===== config.mk =====
export PLATFORM = sky130hd
export DESIGN_NAME = match_chan_array
export DESIGN_NICKNAME = d
export VERILOG_FILES = /design/src/rtl/mca_pkg.sv /design/src/rtl/mca_ctrl.sv /design/src/rtl/mca_datapath.sv /design/src/rtl/match_chan_array.sv
export SDC_FILE = /design/constraint.sdc
export NUM_CORES = 2
export LEC_CHECK = 0
export ABC_CLOCK_PERIOD_IN_PS = 4100
export BUFFER_PORTS_ARGS = -buffer_cell sky130_fd_sc_hd__buf_2
export CORE_AREA = 2 2 285 287
export DETAILED_ROUTE_END_ITERATION = 16
export DIE_AREA = 0 0 287 289
export GPL_TIMING_DRIVEN = 1
export PLACE_DENSITY_LB_ADDON = 0.2
export SLEW_MARGIN = 20
export SYNTH_ARGS = -nofsm -noshare
export SYNTH_HDL_FRONTEND = slang
export SYNTH_HIERARCHICAL = 1
export SYNTH_SLANG_ARGS = --single-unit

===== constraint.sdc =====
create_clock -name clk -period 4.1 [get_ports clk]
set_input_delay 0.41 -clock clk [delete_from_list [all_inputs] [get_ports clk]]
set_output_delay 0.41 -clock clk [all_outputs]
set_load 0.02 [all_outputs]

===== src/rtl/mca_pkg.sv =====
package mca_pkg;
  localparam int NUM_CH   = 8;
  localparam int IDX_W    = $clog2(NUM_CH);
  localparam int DATA_W   = 32;
  localparam int ADDR_W   = 8;
  localparam int TICK_W   = 5;
  localparam int CTRL_W   = 10;
  localparam int STAT_LO  = 4;

  localparam logic [2:0] RG_CNT = 3'b010;
  localparam logic [2:0] RG_MAT = 3'b100;
  localparam logic [2:0] RG_CTL = 3'b110;
  localparam logic [ADDR_W-1:0] SNAP_ADDR = 8'h20;
  localparam logic [ADDR_W-1:0] STAT_ADDR = 8'h14;
  localparam logic [ADDR_W-1:0] SNAP_LO_RD = 8'h54;
  localparam logic [ADDR_W-1:0] SNAP_HI_RD = 8'h5C;

  typedef struct packed {
    logic [NUM_CH-1:0] cntWr;
    logic [NUM_CH-1:0] matchWr;
    logic [NUM_CH-1:0] advance;
    logic [NUM_CH-1:0] clearCnt;
    logic [NUM_CH-1:0] slaveMode;
    logic              snapLo;
    logic              snapHi;
    logic [DATA_W-1:0] wrData;
  } strobe_t;

  function automatic int leaderOf(input int idx);
    if (idx < 4) return 0;
    else if (idx < 6) return 4;
    else return 6;
  endfunction
endpackage


===== src/rtl/mca_ctrl.sv =====
module mca_ctrl
  import mca_pkg::*;
(
  input  logic                          clk,
  input  logic                          rstN,
  input  logic [TICK_W-1:0]             tickStrobe,
  input  logic [NUM_CH-1:0]             chanIrqEn,
  input  logic                          regWrEn,
  input  logic                          regRdEn,
  input  logic [ADDR_W-1:0]             regAddr,
  input  logic [DATA_W-1:0]             regWrData,
  input  logic [NUM_CH-1:0]             hit,
  output strobe_t                       strb,
  output logic [NUM_CH-1:0][CTRL_W-1:0] ctrlOut,
  output logic [NUM_CH-1:0]             chanStatus
);
  logic [NUM_CH-1:0][CTRL_W-1:0] ctrlReg;
  logic [NUM_CH-1:0] ctrlWr, ownMode, tickSel, matchEvt, armed, periodicOn, rearm;
  logic [NUM_CH-1:0] statSet, statClr;
  logic              aligned, statWr;
  logic [2:0]        region;
  logic [IDX_W-1:0]  idx;

  assign aligned = (regAddr[1:0] == 2'b00);
  assign region  = regAddr[7:5];
  assign idx     = regAddr[2 +: IDX_W];
  assign statWr  = regWrEn && (regAddr == STAT_ADDR);

  for (genvar i = 0; i < NUM_CH; i++) begin : g_chan
    localparam bit IS_LEADER = (i == 0) || (i == 4) || (i == 6);
    localparam logic [CTRL_W-1:0] WMASK = (i < 4) ? CTRL_W'(8'hFF) : {CTRL_W{1'b1}};
    logic [2:0] srcCode;

    assign ctrlWr[i]        = regWrEn && aligned && region == RG_CTL && idx == IDX_W'(i);
    assign strb.cntWr[i]    = regWrEn && aligned && region == RG_CNT && idx == IDX_W'(i);
    assign strb.matchWr[i]  = regWrEn && aligned && region == RG_MAT && idx == IDX_W'(i);
    assign ownMode[i]       = IS_LEADER || ctrlReg[i][7];
    assign strb.slaveMode[i] = !ownMode[i];
    assign periodicOn[i]    = ctrlReg[i][6];
    assign srcCode          = ctrlReg[i][8] ? 3'd0 : ctrlReg[i][2:0];

    always_comb begin
      case (srcCode)
        3'd1:    tickSel[i] = tickStrobe[0];
        3'd2:    tickSel[i] = tickStrobe[1];
        3'd3:    tickSel[i] = tickStrobe[2];
        3'd4:    tickSel[i] = tickStrobe[3];
        3'd5:    tickSel[i] = tickStrobe[4];
        default: tickSel[i] = 1'b0;
      endcase
    end

    assign strb.advance[i]  = ownMode[i] && tickSel[i] && !strb.cntWr[i];
    assign matchEvt[i]      = hit[i] && armed[i];
    assign strb.clearCnt[i] = matchEvt[i] && ownMode[i] && ctrlReg[i][3];
    assign rearm[i]         = strb.matchWr[i] || ctrlWr[i];

    always_ff @(posedge clk or negedge rstN) begin
      if (!rstN) begin
        ctrlReg[i] <= '0;
        armed[i]   <= 1'b1;
      end else begin
        if (ctrlWr[i]) ctrlReg[i] <= regWrData[CTRL_W-1:0] & WMASK;
        if (rearm[i]) armed[i] <= 1'b1;
        else if (matchEvt[i] && !periodicOn[i]) armed[i] <= 1'b0;
      end
    end
  end

  assign strb.wrData = regWrData;
  assign strb.snapLo = regRdEn && (regAddr == SNAP_LO_RD) && ctrlReg[5][9];
  assign strb.snapHi = regRdEn && (regAddr == SNAP_HI_RD) && ctrlReg[7][9];
  assign ctrlOut     = ctrlReg;

  assign statSet = matchEvt & chanIrqEn;
  assign statClr = statWr ? regWrData[STAT_LO +: NUM_CH] : '0;

  always_ff @(posedge clk or negedge rstN) begin
    if (!rstN) chanStatus <= '0;
    else       chanStatus <= statSet | (chanStatus & ~statClr);
  end

  // a cleared bit with no coincident set reads 0 in the next cycle
  assert_w1c_clears_R11: assert property (@(posedge clk) disable iff (!rstN)
    (|(statClr & ~statSet)) |=> ((chanStatus & $past(statClr & ~statSet)) == '0));

  // an enabled match is visible as status in the next cycle
  assert_match_sets_status_R5: assert property (@(posedge clk) disable iff (!rstN)
    (|statSet) |=> ((chanStatus & $past(statSet)) == $past(statSet)));

  // a single-shot channel without re-arm matches no further
  assert_single_shot_R7: assert property (@(posedge clk) disable iff (!rstN)
    (|(matchEvt & ~periodicOn & ~rearm)) |=> ((matchEvt & $past(matchEvt & ~periodicOn & ~rearm)) == '0));
endmodule


===== src/rtl/mca_datapath.sv =====
module mca_datapath
  import mca_pkg::*;
(
  input  logic                          clk,
  input  logic                          rstN,
  input  strobe_t                       strb,
  output logic [NUM_CH-1:0]             hit,
  output logic [NUM_CH-1:0][DATA_W-1:0] cntOut,
  output logic [NUM_CH-1:0][DATA_W-1:0] matchOut,
  output logic [DATA_W-1:0]             snapOut
);
  logic [NUM_CH-1:0][DATA_W-1:0] cnt, matchReg, stepVal;

  for (genvar i = 0; i < NUM_CH; i++) begin : g_chan
    localparam int LEAD = leaderOf(i);
    logic srcAdv;
    logic [DATA_W-1:0] srcStep;

    assign stepVal[i] = cnt[i] + DATA_W'(1);
    assign srcAdv  = strb.slaveMode[i] ? strb.advance[LEAD] : strb.advance[i];
    assign srcStep = strb.slaveMode[i] ? stepVal[LEAD] : stepVal[i];
    assign hit[i]  = srcAdv && (srcStep == matchReg[i]);

    always_ff @(posedge clk or negedge rstN) begin
      if (!rstN) begin
        cnt[i]      <= '0;
        matchReg[i] <= '0;
      end else begin
        if (strb.cntWr[i])         cnt[i] <= strb.wrData;
        else if (strb.clearCnt[i]) cnt[i] <= '0;
        else if (strb.advance[i])  cnt[i] <= stepVal[i];
        if (strb.matchWr[i]) matchReg[i] <= strb.wrData;
      end
    end

    // a load lands exactly
    assert_load_value_R3: assert property (@(posedge clk) disable iff (!rstN)
      strb.cntWr[i] |=> (cnt[i] == $past(strb.wrData)));

    // no strobe, no load, no clear: the counter holds
    assert_hold_when_idle_R2: assert property (@(posedge clk) disable iff (!rstN)
      !(strb.cntWr[i] || strb.clearCnt[i] || strb.advance[i]) |=> $stable(cnt[i]));

    // clear on match leaves zero
    assert_clear_on_match_R6: assert property (@(posedge clk) disable iff (!rstN)
      (strb.clearCnt[i] && !strb.cntWr[i]) |=> (cnt[i] == '0));
  end

  always_ff @(posedge clk or negedge rstN) begin
    if (!rstN)            snapOut <= '0;
    else if (strb.snapLo) snapOut <= cnt[4];
    else if (strb.snapHi) snapOut <= cnt[6];
  end

  assign cntOut   = cnt;
  assign matchOut = matchReg;
endmodule


===== src/rtl/match_chan_array.sv =====
module match_chan_array
  import mca_pkg::*;
(
  input  logic              clk,
  input  logic              rstN,
  input  logic [4:0]        tickStrobe,
  input  logic [7:0]        chanIrqEn,
  input  logic              regWrEn,
  input  logic              regRdEn,
  input  logic [7:0]        regAddr,
  input  logic [31:0]       regWrData,
  output logic [31:0]       regRdData,
  output logic [7:0]        chanStatus,
  output logic              irqOut
);
  strobe_t strb;
  logic [NUM_CH-1:0] hit;
  logic [NUM_CH-1:0][CTRL_W-1:0] ctrlVal;
  logic [NUM_CH-1:0][DATA_W-1:0] cntVal, matchVal;
  logic [DATA_W-1:0] snapVal;
  logic [IDX_W-1:0]  idx;

  mca_ctrl u_ctrl (
    .clk(clk), .rstN(rstN), .tickStrobe(tickStrobe), .chanIrqEn(chanIrqEn),
    .regWrEn(regWrEn), .regRdEn(regRdEn), .regAddr(regAddr), .regWrData(regWrData),
    .hit(hit), .strb(strb), .ctrlOut(ctrlVal), .chanStatus(chanStatus)
  );

  mca_datapath u_dp (
    .clk(clk), .rstN(rstN), .strb(strb), .hit(hit),
    .cntOut(cntVal), .matchOut(matchVal), .snapOut(snapVal)
  );

  assign idx    = regAddr[2 +: IDX_W];
  assign irqOut = |chanStatus;

  always_comb begin
    regRdData = '0;
    if (regAddr[1:0] == 2'b00) begin
      case (regAddr[7:5])
        RG_CNT:  regRdData = cntVal[idx];
        RG_MAT:  regRdData = matchVal[idx];
        RG_CTL:  regRdData = DATA_W'(ctrlVal[idx]);
        default: begin
          if (regAddr == SNAP_ADDR)      regRdData = snapVal;
          else if (regAddr == STAT_ADDR) regRdData[STAT_LO +: NUM_CH] = chanStatus;
        end
      endcase
    end
  end

  // the interrupt falls only after status has been emptied
  assert_irq_follows_status_R12: assert property (@(posedge clk) disable iff (!rstN)
    $fell(irqOut) |-> (chanStatus == '0));
endmodule


==> results.md <==
- Status: finished with violations
- Failing checks: setup timing
- Sw Ratio: 0.312
- Starting density of the core: 0.573
- Setup crit end: u_dp/cntOut[224]
- Vias in the first global route: roughly 40000
- Reg-to-reg endpoint: u_dp/cntOut[224]
- Via-to-Cell Ratio: approximately 7
- Antenna violations before repair: 5
- Fin worst setup slack: -0.113 ns
- CTS Buf Count: between 70 and 80
- DP Wirelength: 142000 um
- CTS tree: done
- Nets: between 5000 and 6000
- RSZ-0062 raised after global routing: yes
- Synth warn: 6
- GR Util All Layers: 0.450
- Latest clock arrival within the worst-skew pair: ~0.66 ns
- Max cap viols: 0
- P_leak: approximately 22 nW
- Die X: approximately 290 um
- Worst slew pin tran: 1.12 ns
- H-tree depth: 3
- Boundary pin count: slightly below 100
- DRC viols: 0
- Hold slack: slightly above 0.02 ns
- Worst hold path startpoint: chanIrqEn[3]
- Core ar.: 79900 um^2
- Final worst path period need: approximately 4.2 ns
- Via count: roughly 42000
- Post-synthesis cell area: ~46000 um^2
- Row cnt: between 100 and 150
- Share of layout cells above drive strength 1: 0.275
- Startpoint types: register
- GR Overflow Total: 0
- Die Y: 289 um
- Antenna Nets Post-Route: 0
- Drt total wl: 192000 um
- Syn_area_per_cell: about 9.6 um^2
- Worst-path clk slew: 0.06 ns
- PwrDens: 345 nW/um^2
- P&R area growth vs syn: 16.7%
- Worst slew margin: 0.251
- DR pass1 iterations: 6
- Mapped Cells: approximately 4800
- Endpoints failing hold: 0
- Worst IR drop on VDD: between 0.3 and 0.4 mV
- Initial DRC Count: between 5000 and 6000
- Reg2reg setup slack: -0.11 ns
- Critical path class: register to register
- R2r startpoint: u_dp/cntOut[238]
- GPL Wtd Cong: ~1.0
- Switching component of the power: ~5.7 mW
- Worst hold path type: primary input to register
- First-pass GRT wire length: roughly 270000 um
- Worst Path Max Fanout: 8
- Clock sink count: 632
- Flop pwr share: 0.388
- Slew Limit Fails: 0
- Fmax: 237 MHz
- Pint: roughly 13 mW
- CP required: ~4.6 ns
- # setup viols final: 64
- CP startpoint: u_dp/cntOut[238]
- R2R cell count: 14
- Clock skew: roughly 0.035 ns
- Fin crit share: 1.03
- Power Total: 18.4 mW
- Largest net degree at the start of global routing: 97
- Avg WL per Cell: slightly above 30 um
- Die area: 82900 um^2
- Logic pwr share: 0.209
- Fin util: 0.669
- CP endpoint kind: register
- Clock Tree Buf Depth: 3
- Clock power share: 0.403
- CTS Root Cell: clkbuf_16
- Port bufs: a little under 100
- CP arrival: approximately 4.7 ns
==> worst min-delay path by stage <==
stage                                      end  slack, ns  depth (start not counted)
after floorplan           u_ctrl/chanStatus[0]       0.11                          0
after global placement       u_ctrl/ctrlOut[5]       0.48                          1
after detailed placement    u_ctrl/ctrlOut[35]       0.49                          1
after CTS                 u_ctrl/chanStatus[3]      0.009                          2
after global routing      u_ctrl/chanStatus[3]       0.02                          2
final                     u_ctrl/chanStatus[3]       0.02                          2
==> cell type report <==
cell class                 instances  area [um^2]
antenna                            3         7.51
clock buffer                     103         2200
clock inverter                    32          483
fill                            6562        26500
inverter                          69          259
multi-input combinational       3667        28400
sequential                       632        15800
tap                             1060         1330
timing repair buffer             638         4910
==> metal layers <==
layer / wire length [um] / vias to the layer above / global-route usage / part of all wire
li1: - / 17767 / - / -
met1: 73300 / 21069 / 0.596 / 0.38
met2: 84600 / 2768 / 0.690 / 0.44
met3: 19100 / 657 / 0.0863 / 0.10
met4: 14900 / 6 / 0.264 / 0.078
met5: 45 / - / 0 / 0.00023
==> registers in the layout, indices dropped and copies added (netlist names) <==
name	flops
u_ctrl/chanStatus	8
u_dp/matchOut	256
u_dp/snapOut	32
u_ctrl/ctrlOut	72
u_dp/cntOut	256
u_ctrl/armed	8
==> power groups by stage <==
stage	logic, mW	clock network [mW]	registers [mW]
global placement	3.58	0	7.22
floorplan	2.26	0	7.03
finish	3.85	7.42	7.15
CTS	3.64	7.43	7.12
global route	4.03	7.66	7.18
detailed placement	3.61	0	7.23
==> worst max-delay path, cell delays in order (launching register included) <==
cell,delay (ns)
dfrtp_1,0.49
and4_1,0.38
nand3_1,0.30
nor4b_4,0.41
buf_4,0.21
nand2_1,0.17
o21ai_0,0.24
nand4_1,0.17
or4_1,0.56
nor4_2,0.28
buf_4,0.19
and4_1,0.18
or2_4,0.22
clkbuf_16,0.22
o21ai_2,0.05
==> through the flow <==
step | std cells | cell area, um^2 | worst slack, ns | TNS, ns
detailed placement | 6033 | 49800 | -0.161 | -11.81
global placement | 6033 | 49800 | -0.178 | -9.68
floorplan | 4793 | 45800 | 0.0177 | 0
finish | 6204 | 53400 | -0.113 | -4.34
global route | 6202 | 53400 | -0.148 | -6.35
CTS | 6171 | 52600 | -0.0365 | -0.357
==> layout by cell type, fill, tap and decap left out, types with 33 or more instances in the layout <==
master and count:
dfrtp_1 617, nand2_1 562, buf_4 511, xnor2_1 446, o21ai_0 340, xor2_1 321
mux2_2 317, nand3_1 177, nor2_1 141, mux2i_1 138, mux4_2 133, nand4_1 126
nor3_1 93, buf_2 93, clkbuf_16 84, nor4_1 71, inv_1 64, a21oi_1 60
and3_1 59, and4_1 44, o21ai_2 33
==> what timing repair did <==
action,CTS,global route
resized for setup,11,158
setup endpoints to repair,97,227
hold buffers,2,0
pin swaps,2,67
gates cloned,0,9
hold endpoints to repair,80,0
buffers inserted,1,21
Note: power is estimated with default switching activity, not from simulation.
